===== src/rtl/mbox_doorbell.sv =====
module mbox_doorbell #(
  parameter int AW = 12
) (
  input  logic          clk,
  input  logic          rst_n,
  input  logic          l_vld,
  input  logic          l_en,
  input  logic          l_wr,
  input  logic          l_oe,
  input  logic [AW-1:0] l_addr,
  input  logic          r_vld,
  input  logic          r_en,
  input  logic          r_wr,
  input  logic          r_oe,
  input  logic [AW-1:0] r_addr,
  output logic          l_irq_n,
  output logic          r_irq_n
);
  localparam logic [AW-1:0] R_BOX = {AW{1'b1}};
  localparam logic [AW-1:0] L_BOX = {{(AW-1){1'b1}}, 1'b0};

  logic l_flag, r_flag;

  wire l_wacc = l_vld & l_en &  l_wr;
  wire l_racc = l_vld & l_en & ~l_wr & l_oe;
  wire r_wacc = r_vld & r_en &  r_wr;
  wire r_racc = r_vld & r_en & ~r_wr & r_oe;

  wire set_r = l_wacc & (l_addr == R_BOX);
  wire clr_r = r_racc & (r_addr == R_BOX);
  wire set_l = r_wacc & (r_addr == L_BOX);
  wire clr_l = l_racc & (l_addr == L_BOX);

  always_ff @(posedge clk) begin
    if (!rst_n) begin
      l_flag <= 1'b0;
      r_flag <= 1'b0;
    end else begin
      if (set_r)      r_flag <= 1'b1;
      else if (clr_r) r_flag <= 1'b0;
      if (set_l)      l_flag <= 1'b1;
      else if (clr_l) l_flag <= 1'b0;
    end
  end

  assign l_irq_n = ~l_flag;
  assign r_irq_n = ~r_flag;

  AST_RESET_IDLE: assert property (@(posedge clk) !rst_n |=> (l_irq_n && r_irq_n));
  AST_LEFT_RINGS: assert property (@(posedge clk) disable iff (!rst_n)
    (l_vld && l_en && l_wr && l_addr == R_BOX) |=> !r_irq_n);
  AST_RIGHT_ACKS: assert property (@(posedge clk) disable iff (!rst_n)
    (r_vld && r_en && !r_wr && r_oe && r_addr == R_BOX && !(l_vld && l_en && l_wr && l_addr == R_BOX)) |=> r_irq_n);
  AST_RIGHT_RINGS: assert property (@(posedge clk) disable iff (!rst_n)
    (r_vld && r_en && r_wr && r_addr == L_BOX) |=> !l_irq_n);
  AST_LEFT_ACKS: assert property (@(posedge clk) disable iff (!rst_n)
    (l_vld && l_en && !l_wr && l_oe && l_addr == L_BOX && !(r_vld && r_en && r_wr && r_addr == L_BOX)) |=> l_irq_n);
  AST_R_HOLD: assert property (@(posedge clk) disable iff (!rst_n)
    (!(l_vld && l_en && l_wr) && !(r_vld && r_en && !r_wr && r_oe)) |=> $stable(r_irq_n));
  AST_L_HOLD: assert property (@(posedge clk) disable iff (!rst_n)
    (!(r_vld && r_en && r_wr) && !(l_vld && l_en && !l_wr && l_oe)) |=> $stable(l_irq_n));
endmodule


===== config.mk =====
export PLATFORM = sky130hd
export DESIGN_NAME = mbox_doorbell
export DESIGN_NICKNAME = d
export VERILOG_FILES = /design/src/rtl/mbox_doorbell.sv
export SDC_FILE = /design/constraint.sdc
export NUM_CORES = 1
export LEC_CHECK = 0
export ABC_AREA = 1
export CORE_AREA = 5 5 42 44
export DETAILED_ROUTE_END_ITERATION = 8
export DIE_AREA = 0 0 47 49
export DONT_BUFFER_PORTS = 1
export PLACE_DENSITY = 0.3
export SLEW_MARGIN = 25
export SYNTH_ARGS = -nofsm -noshare
export SYNTH_HDL_FRONTEND = slang
export SYNTH_SLANG_ARGS = --single-unit

===== constraint.sdc =====
create_clock -name clk -period 1.4 [get_ports clk]
set_clock_uncertainty 0.15 [all_clocks]
set_input_delay 0.35 -clock clk [delete_from_list [all_inputs] [get_ports clk]]
set_output_delay 0.35 -clock clk [all_outputs]
set_load 0.02 [all_outputs]

==> results of run 1 <==
logic make-up (layout without fill, tap and decap cells):
family | Yosys count | count (layout) | share of synthesized area, %
AND/OR/NAND/NOR | 32 | 32 | 61.3
AO/OA/AOI/OAI | 3 | 3 | 6.28
flip-flops | 2 | 2 | 16.8
buffers and inverters | 10 | 13 | 15.7
final timing paths:
path | end | slack [ns] | from | depth (start not counted)
setup / recovery | l_irq_n | 0.21 | l_flag$_SDFFE_PN0P_ | 1
hold / removal | l_flag$_SDFFE_PN0P_ | 0.13 | rst_n | 2
setup reg to reg | l_flag$_SDFFE_PN0P_ | 0.68 | l_flag$_SDFFE_PN0P_ | 2
hold reg to reg | l_flag$_SDFFE_PN0P_ | 0.32 | l_flag$_SDFFE_PN0P_ | 2
per-layer routing:
layer | up-vias | part of all wire [%]
met1 | 101 | 34
met5 | - | 0
met4 | 0 | 2.2
met3 | 2 | 17
li1 | 149 | -
met2 | 20 | 47
synth_stat cells:
master	n	area [sq um]
o21ai_1	1	5.00
nand4_2	1	12.5
nand3_1	1	5.00
inv_2	1	3.75
dfxtp_1	2	40.0
nor3b_2	1	12.5
nand4_1	1	6.26
nor2_2	1	6.26
inv_1	9	33.8
a21oi_1	2	10.0
nand2_1	20	75.1
and3_1	1	6.26
nor2_1	6	22.5
state kept, by name (all words and copies together) (netlist names):
signal / cells
l_flag: 1
r_flag: 1
area by class of cell:
class / instances / area, sq um / area share, %
Multi-Input combinational cell: 35 / 161 / 57.3
Sequential cell: 2 / 40.0 / 14.2
Inverter: 10 / 37.5 / 13.3
Clock buffer: 3 / 22.5 / 8.00
Tap cell: 16 / 20.0 / 7.11
cells in the final DEF, fill, tap and decap left out:
| cell type | count |
|---|---|
| nand4_1 | 1 |
| nor3b_2 | 1 |
| nand3_1 | 1 |
| nor2_1 | 6 |
| nand4_2 | 1 |
| inv_2 | 1 |
| nand2_1 | 20 |
| inv_1 | 9 |
| a21oi_1 | 2 |
| and3_1 | 1 |
| o21ai_1 | 1 |
| dfxtp_1 | 2 |
| nor2_2 | 1 |
| clkbuf_4 | 3 |
power groups by stage:
stage / combinational, mW / sequential [mW] / clock [mW]
after floorplan: 0.0198 / 0.0582 / 0
after global placement: 0.0225 / 0.0582 / 0
after detailed placement: 0.0225 / 0.0582 / 0
after CTS: 0.0226 / 0.0574 / 0.137
after global routing: 0.0264 / 0.0573 / 0.147
final: 0.0219 / 0.0574 / 0.130
per-stage QoR:
stage               hold slack (ns)  power, mW  area (sq um)
floorplan                     0.285     0.0780           239
global placement              0.322     0.0807           259
detailed placement            0.325     0.0807           259
CTS                           0.126      0.217           282
global route                  0.142      0.231           282
finish                        0.127      0.209           282
==> impl_metrics.py, run 1 <==
metrics = {
    "critical_path": {
        "cp_top_family": "flip-flops",
        "end_kind": "output port",
        "required_ns": 0.90,
        "cpPeakStageDelay_ns": 0.31,
        "crit_type": "register to output port",
        "slowest_stage": "dfxtp_1",
        "cp-start-kind": "register",
        "critical_path_arrival_ns": 0.69,
        "path_cells": "inv_1",
        "cp_num_buf_inv": 1,
        "path_max_fanout": 2,
    },
    "sta": {
        "finalHoldViolCount": 0,
        "tns_ns": 0,
        "setup_viol": 0,
        "min_period_ns": 1.19,
        "slew_violations": 0,
        "fmax_mhz": 842,
        "max-slew-margin-rel_pct": 88.1,
        "tightest_slew_ns": 0.178,
        "rsz0062_at_grt": "no",
        "period_share_pct": 84.8,
        "layout_setup_ws_ns": 0.213,
    },
    "status": {
        "status": "completed",
    },
    "clock_tree": {
        "root_buffer": "clkbuf_4",
        "cts_tree": "done",
        "cts.htree.levels": 1,
        "path_clk_slew_ns": 0.03,
        "clock_latency_ns": 0.22,
        "cts_buffers": 3,
        "cts_sinks": 2,
        "cts_buffer_depth": 2,
        "cts_resized": 0,
        "cts_hold_buf": 0,
        "cts_setup_buffers": 0,
    },
    "final_layout": {
        "post-route-util_pct": 20.1,
        "layout-drive-gt1-share_pct": 14.0,
        "fillCellCount": 180,
        "antenna_cells": 0,
        "nets": 86,
        "fin_cells": 66,
        "synthToLayoutAreaGrowth_pct": 17.8,
    },
    "floorplan": {
        "io_pins": 36,
        "die_area_sq_um": 2300,
        "die_x_um": 47,
        "die_height_um": 49,
        "fp-row-count": 14,
        "core_area_sq_um": 1400,
        "start_util_pct": 17.1,
    },
    "power_and_ir_drop": {
        "max-vdd-ir-drop_mv": 0.182,
        "p_per_area_nw_per_um2": 744,
        "seq_power_share_pct": 27.4,
        "p_int_uw": 163,
        "pwr-share-comb_pct": 10.5,
        "p_sw_uw": 46.9,
        "p_clk_share_pct": 62.1,
        "switching_share_pct": 22.4,
        "leakage_nw": 0.145,
    },
    "global_routing": {
        "grt.met2_usage_pct": 7.01,
        "grt_pass1_vias": 237,
        "grt-busiest-layer": "met2",
        "antenna_found_initial": 0,
        "grt_use_met3_pct": 3.69,
        "overflow": 0,
        "grt.met1_usage_pct": 6.33,
        "grt_pass1_wl_um": 897,
        "grt_start_max_net_pins": 3,
        "track_usage_pct": 5.76,
    },
    "routing": {
        "vias_per_cell": 4.12,
        "dr.pass1.iters": 1,
        "wl_um": 631,
        "first_iter_violations": 0,
        "ant_nets": 0,
        "post-route-drc-count": 0,
        "wl_per_cell_um": 9.56,
        "num_vias": 272,
    },
    "run": {
        "max_cap_viol_count": 0,
    },
    "synth": {
        "yosysUniqueCellTypes": 13,
        "yosysWarnings": 0,
        "synth-seq-area-share_pct": 16.8,
        "synthesis.area_sq_um": 239,
        "syn_nets": 81,
        "syn_area_per_cell_sq_um": 5.08,
        "synth_seq_cells": 2,
        "synthCells": 47,
    },
    "placement": {
        "gp_congestion": 0.566,
        "place_ws_ns": 0.325,
        "dp_hpwl_um": 590,
        "port_buffers": 0,
        "placedCellCount": 63,
    },
    "min_path": {
        "hp-class": "primary input to register",
    },
}
(Power assumes the default switching activity.)
==> run 2, diff against run 1 <==
Clock period 1.4 ns to 1.1 ns, I/O delays scaled along.
==> run 2 against run 1 <==
Register-to-register slack lost 0.31 ns. Critical endpoint unchanged. Largest cell class unchanged. Die area is the same. Sequential power grew 27%. Setup slack lost 0.17 ns. Largest power group unchanged. Cell count is the same. Critical path type unchanged. Hold slack lost 0.082 ns. Critical path depth is the same.
==> impl_metrics.py, run 2 (same netlist as run 1, synthesis figures left out) <==
metrics = {
    "status": {
        "status": "completed",
    },
    "sta": {
        "tns_ns": 0,
        "slew_violations": 0,
        "max-slew-margin-rel_pct": 90.4,
        "period_share_pct": 96.5,
        "rsz0062_at_grt": "no",
        "setup_viol": 0,
        "min_period_ns": 1.06,
        "fmax_mhz": 942,
        "tightest_slew_ns": 0.143,
        "worst_hold_slack_ns": 0.0443,
        "finalHoldViolCount": 0,
    },
    "min_path": {
        "hp-class": "primary input to register",
    },
    "placement": {
        "dp_hpwl_um": 584,
        "gp_congestion": 0.567,
        "port_buffers": 0,
    },
    "power_and_ir_drop": {
        "p_per_area_nw_per_um2": 940,
        "leakage_nw": 0.146,
        "max-vdd-ir-drop_mv": 0.201,
        "total_power_uw": 266,
    },
    "routing": {
        "vias_per_cell": 4.03,
        "wl_per_cell_um": 9.62,
        "first_iter_violations": 0,
        "post-route-drc-count": 0,
        "ant_nets": 0,
        "dr.pass1.iters": 1,
        "wl_um": 635,
        "num_vias": 266,
    },
    "critical_path": {
        "end_kind": "output port",
        "path_max_fanout": 2,
        "path_cells": "inv_2",
        "slowest_stage": "dfxtp_2",
        "required_ns": 0.67,
        "cp_top_family": "flip-flops",
        "cp_num_buf_inv": 1,
        "cpPeakStageDelay_ns": 0.32,
        "critical_path_arrival_ns": 0.64,
        "cp-start-kind": "register",
        "crit_type": "register to output port",
    },
    "final_layout": {
        "nets": 86,
        "reg.largest.list": "l_flag: 1 flops, r_flag: 1 flops",
        "final_common_cell": "nand2_1",
        "synthToLayoutAreaGrowth_pct": 18.3,
        "layout-drive-gt1-share_pct": 20.0,
        "final_cell_mix": "20 x nand2_1, 7 x inv_1, 6 x nor2_1, 3 x inv_2, 3 x clkbuf_4",
        "antenna_cells": 0,
        "post-route-util_pct": 20.2,
    },
    "global_routing": {
        "track_usage_pct": 5.62,
        "grt_pass1_wl_um": 855,
        "grt_start_max_net_pins": 3,
        "antenna_found_initial": 0,
        "grt_pass1_vias": 226,
        "overflow": 0,
    },
    "clock_tree": {
        "cts_setup_buffers": 0,
        "cts_buffer_depth": 2,
        "path_clk_slew_ns": 0.03,
        "cts_buffers": 3,
        "cts_sinks": 2,
        "cts_hold_buf": 0,
        "cts_resized": 2,
        "cts_tree": "done",
        "root_buffer": "clkbuf_4",
        "clock_latency_ns": 0.22,
        "cts.htree.levels": 1,
    },
    "floorplan": {
        "io_pins": 36,
        "die_height_um": 49,
        "fp-row-count": 14,
        "core_area_sq_um": 1400,
        "start_util_pct": 17.1,
        "die_area_sq_um": 2300,
        "die_x_um": 47,
    },
    "run": {
        "max_cap_viol_count": 0,
    },
}
-- run 2: layout make-up --
class / instances / area, sq um
Fill cell: 179 / 1120
Sequential cell: 2 / 41.3
Tap cell: 16 / 20.0
Clock buffer: 3 / 22.5
Multi-Input combinational cell: 35 / 161
Inverter: 10 / 37.5
-- run 2: stage by stage --
stage | setup slack [ns] | instance area [sq um] | instances
3_3_place_gp | 0.108 | 259 | 63
4_1_cts | 0.00114 | 282 | 66
3_5_place_dp | 0.101 | 259 | 63
5_1_grt | 0.00325 | 283 | 66
6_report | 0.0381 | 283 | 66
2_1_floorplan | 0.169 | 239 | 47
-- run 2: path summary, 6_finish.rpt --
path | start | depth (start not counted) | slack (ns) | end
max reg2reg | r_flag$_SDFFE_PN0P_ | 2 | 0.37 | r_flag$_SDFFE_PN0P_
max | l_flag$_SDFFE_PN0P_ | 1 | 0.04 | l_irq_n
min | rst_n | 2 | 0.04 | l_flag$_SDFFE_PN0P_
min reg2reg | l_flag$_SDFFE_PN0P_ | 2 | 0.32 | l_flag$_SDFFE_PN0P_
-- run 2: routing by layer --
layer	share of wire, %	vias to the layer above	global-route usage (%)
li1	-	148	-
met1	34	96	6.11
met2	48	20	6.79
met3	16	2	3.69
met4	2.2	0	5.53
met5	0	-	0
-- run 2: where the power goes --
group / leakage, nW / switching [mW] / total (mW) / internal [mW]
logic: 0.116 / 0.0148 / 0.0278 / 0.0130
registers: 0.0166 / 0.00000282 / 0.0731 / 0.0730
clock network: 0.0138 / 0.0442 / 0.165 / 0.121
total: 0.146 / 0.0590 / 0.266 / 0.207
==> run 3, diff against run 2 <==
Settings changed: ABC_AREA 1 to not set.
==> run 3 against run 2 <==
Setup slack got worse by 0.0012 ns. Critical path depth did not move. Sequential share of layout area rose by 2.5 points. Hold slack improved by 0.0016 ns. Largest power group unchanged.
==> impl_metrics.py, run 3 <==
metrics = {
    "status": {
        "status": "completed",
    },
    "critical_path": {
        "r2r_slack_ns": 0.31,
        "reg2regPathDepth": 1,
        "end_kind": "output port",
        "cp-start-kind": "register",
        "slowest_stage": "dfxtp_1",
        "cp_num_buf_inv": 1,
        "crit_type": "register to output port",
        "path_cells": "inv_2",
        "cpPeakStageDelay_ns": 0.33,
        "critical_path_arrival_ns": 0.64,
        "required_ns": 0.67,
        "cp_top_family": "flip-flops",
        "r2r-end": "l_flag$_SDFFE_PN0P_",
        "reg2reg_from": "l_flag$_SDFFE_PN0P_",
        "path_max_fanout": 2,
    },
    "clock_tree": {
        "cts_tree": "done",
        "cts_hold_buf": 0,
        "root_buffer": "clkbuf_4",
        "cts_buffer_depth": 2,
        "cts.htree.levels": 1,
        "cts_sinks": 2,
        "cts_setup_buffers": 0,
        "cts_resized": 2,
        "cts_buffers": 3,
        "path_clk_slew_ns": 0.03,
        "clock_latency_ns": 0.23,
    },
    "synth": {
        "synthFlopType": "dfxtp_1",
        "syn_nets": 57,
        "postSynth.asyncResetShare_pct": 0,
        "synth-seq-area-share_pct": 25.0,
        "synthCells": 23,
        "synth_top_cell_area_share_pct": 25.0,
        "yosysTopAreaCell": "dfxtp_1",
        "yosysUniqueCellTypes": 11,
        "yosysWarnings": 0,
        "ys_top_cells_by_count": "5 x nand4_1, 4 x nand2_1, 3 x nand3_1",
        "yosysMostFrequentCell": "nand4_1",
        "synth_edf_count": 0,
        "synth_seq_cells": 2,
        "synth.area.top_cells": "dfxtp_1 25%, nand4_1 20%, nand3_1 9.4%, nand2_1 9.4%, nor4_2 7.8%",
        "syn_area_per_cell_sq_um": 6.96,
        "synthesis.area_sq_um": 160,
    },
    "floorplan": {
        "die_height_um": 49,
        "die_x_um": 47,
        "io_pins": 36,
        "die_area_sq_um": 2300,
        "start_util_pct": 11.4,
        "core_area_sq_um": 1400,
        "fp-row-count": 14,
    },
    "routing": {
        "first_iter_violations": 3,
        "wl_met1_um": 197,
        "wl_per_cell_um": 14.1,
        "wl_um": 622,
        "ant_nets": 0,
        "wl_met2_um": 259,
        "num_vias": 211,
        "post-route-drc-count": 0,
        "dr.pass1.iters": 2,
        "routed.top_layer": "met4",
        "vias_per_cell": 4.80,
        "met3WireLength_um": 154,
    },
    "min_path": {
        "whs_path_depth": 2,
        "hold-path-endpoint": "r_flag$_SDFFE_PN0P_",
        "hp-class": "primary input to register",
        "hold_start": "l_addr[0]",
    },
    "sta": {
        "min_period_ns": 1.06,
        "period_share_pct": 96.6,
        "finalHoldViolCount": 0,
        "rsz0062_at_grt": "yes",
        "fmax_mhz": 941,
        "slew_violations": 0,
        "tns_ns": 0,
        "setup_viol": 0,
        "max-slew-margin-rel_pct": 82.5,
        "tightest_slew_ns": 0.260,
    },
    "final_layout": {
        "final_area_sq_um": 234,
        "antenna_cells": 0,
        "reg.largest.list": "l_flag: 1 flops, r_flag: 1 flops",
        "fin_cells": 44,
        "post-route-util_pct": 16.7,
        "layout-drive-gt1-share_pct": 39.3,
        "fillCellCount": 161,
        "nets": 64,
        "synthToLayoutAreaGrowth_pct": 46.1,
        "final_cell_mix": "5 x nand4_1, 4 x nand2_1, 3 x clkbuf_4",
        "final_common_cell": "nand4_1",
    },
    "power_and_ir_drop": {
        "p_int_uw": 200,
        "total_power_uw": 252,
        "p_clk_share_pct": 66.3,
        "pwr-share-comb_pct": 4.7,
        "max-vdd-ir-drop_mv": 0.523,
        "seq_power_share_pct": 29.0,
        "leakage_nw": 0.0702,
        "p_sw_uw": 52.2,
        "p_per_area_nw_per_um2": 1080,
        "switching_share_pct": 20.7,
    },
    "global_routing": {
        "antenna_found_initial": 0,
        "grt_pass1_vias": 232,
        "track_usage_pct": 5.61,
        "grt_start_max_net_pins": 5,
        "grt_pass1_wl_um": 841,
        "overflow": 0,
    },
    "placement": {
        "gp_congestion": 0.608,
        "placedCellCount": 41,
        "port_buffers": 0,
        "place_area_sq_um": 211,
    },
    "run": {
        "max_cap_viol_count": 0,
    },
}
[run 3: routing by layer]
| metal | global-route usage, % | up-vias |
|---|---|---|
| li1 | - | 100 |
| met1 | 5.43 | 76 |
| met2 | 7.47 | 33 |
| met3 | 3.69 | 2 |
| met4 | 5.53 | 0 |
| met5 | 0 | - |
[run 3: kinds of logic (layout without fill, tap and decap cells)]
logic type / count (synthesis) / after routing / share of synthesized area [%]
simple gates: 17 / 17 / 60.9
compound gates: 2 / 2 / 9.37
buf+inv: 2 / 7 / 4.69
flops: 2 / 2 / 25.0
[run 3: final cells by class]
cell class	count	area, sq um	area share (%)
Tap cell	16	20.0	8.56
Sequential cell	2	40.0	17.1
Inverter	2	7.51	3.21
Multi-Input combinational cell	19	129	55.1
Timing Repair Buffer	2	15.0	6.42
Clock buffer	3	22.5	9.63
[run 3: metrics by stage]
stage	hold slack (ns)	setup slack, ns
after floorplan	0.268	-0.104
after global placement	0.280	-0.185
after detailed placement	0.282	-0.212
after CTS	0.0447	0.0279
after global routing	0.0572	-0.0260
final	0.0459	0.0369
[run 3: how the worst max path moves through the flow]
stage	startpoint	to	cells past startpoint
floorplan	l_addr[10]	l_flag$_SDFFE_PN0P_	4
finish	l_flag$_SDFFE_PN0P_	l_irq_n	1
global placement	l_addr[10]	l_flag$_SDFFE_PN0P_	4
detailed placement	l_addr[10]	l_flag$_SDFFE_PN0P_	4
global route	l_addr[10]	l_flag$_SDFFE_PN0P_	4
CTS	l_flag$_SDFFE_PN0P_	l_irq_n	1
[run 3: power groups by stage]
stage                     Combinational [mW]  Clock, mW  Sequential [mW]
after floorplan                       0.0110          0           0.0740
after global placement                0.0116          0           0.0740
after detailed placement              0.0119          0           0.0740
after CTS                             0.0120      0.174           0.0731
after global routing                  0.0133      0.188           0.0730
final                                 0.0118      0.167           0.0731
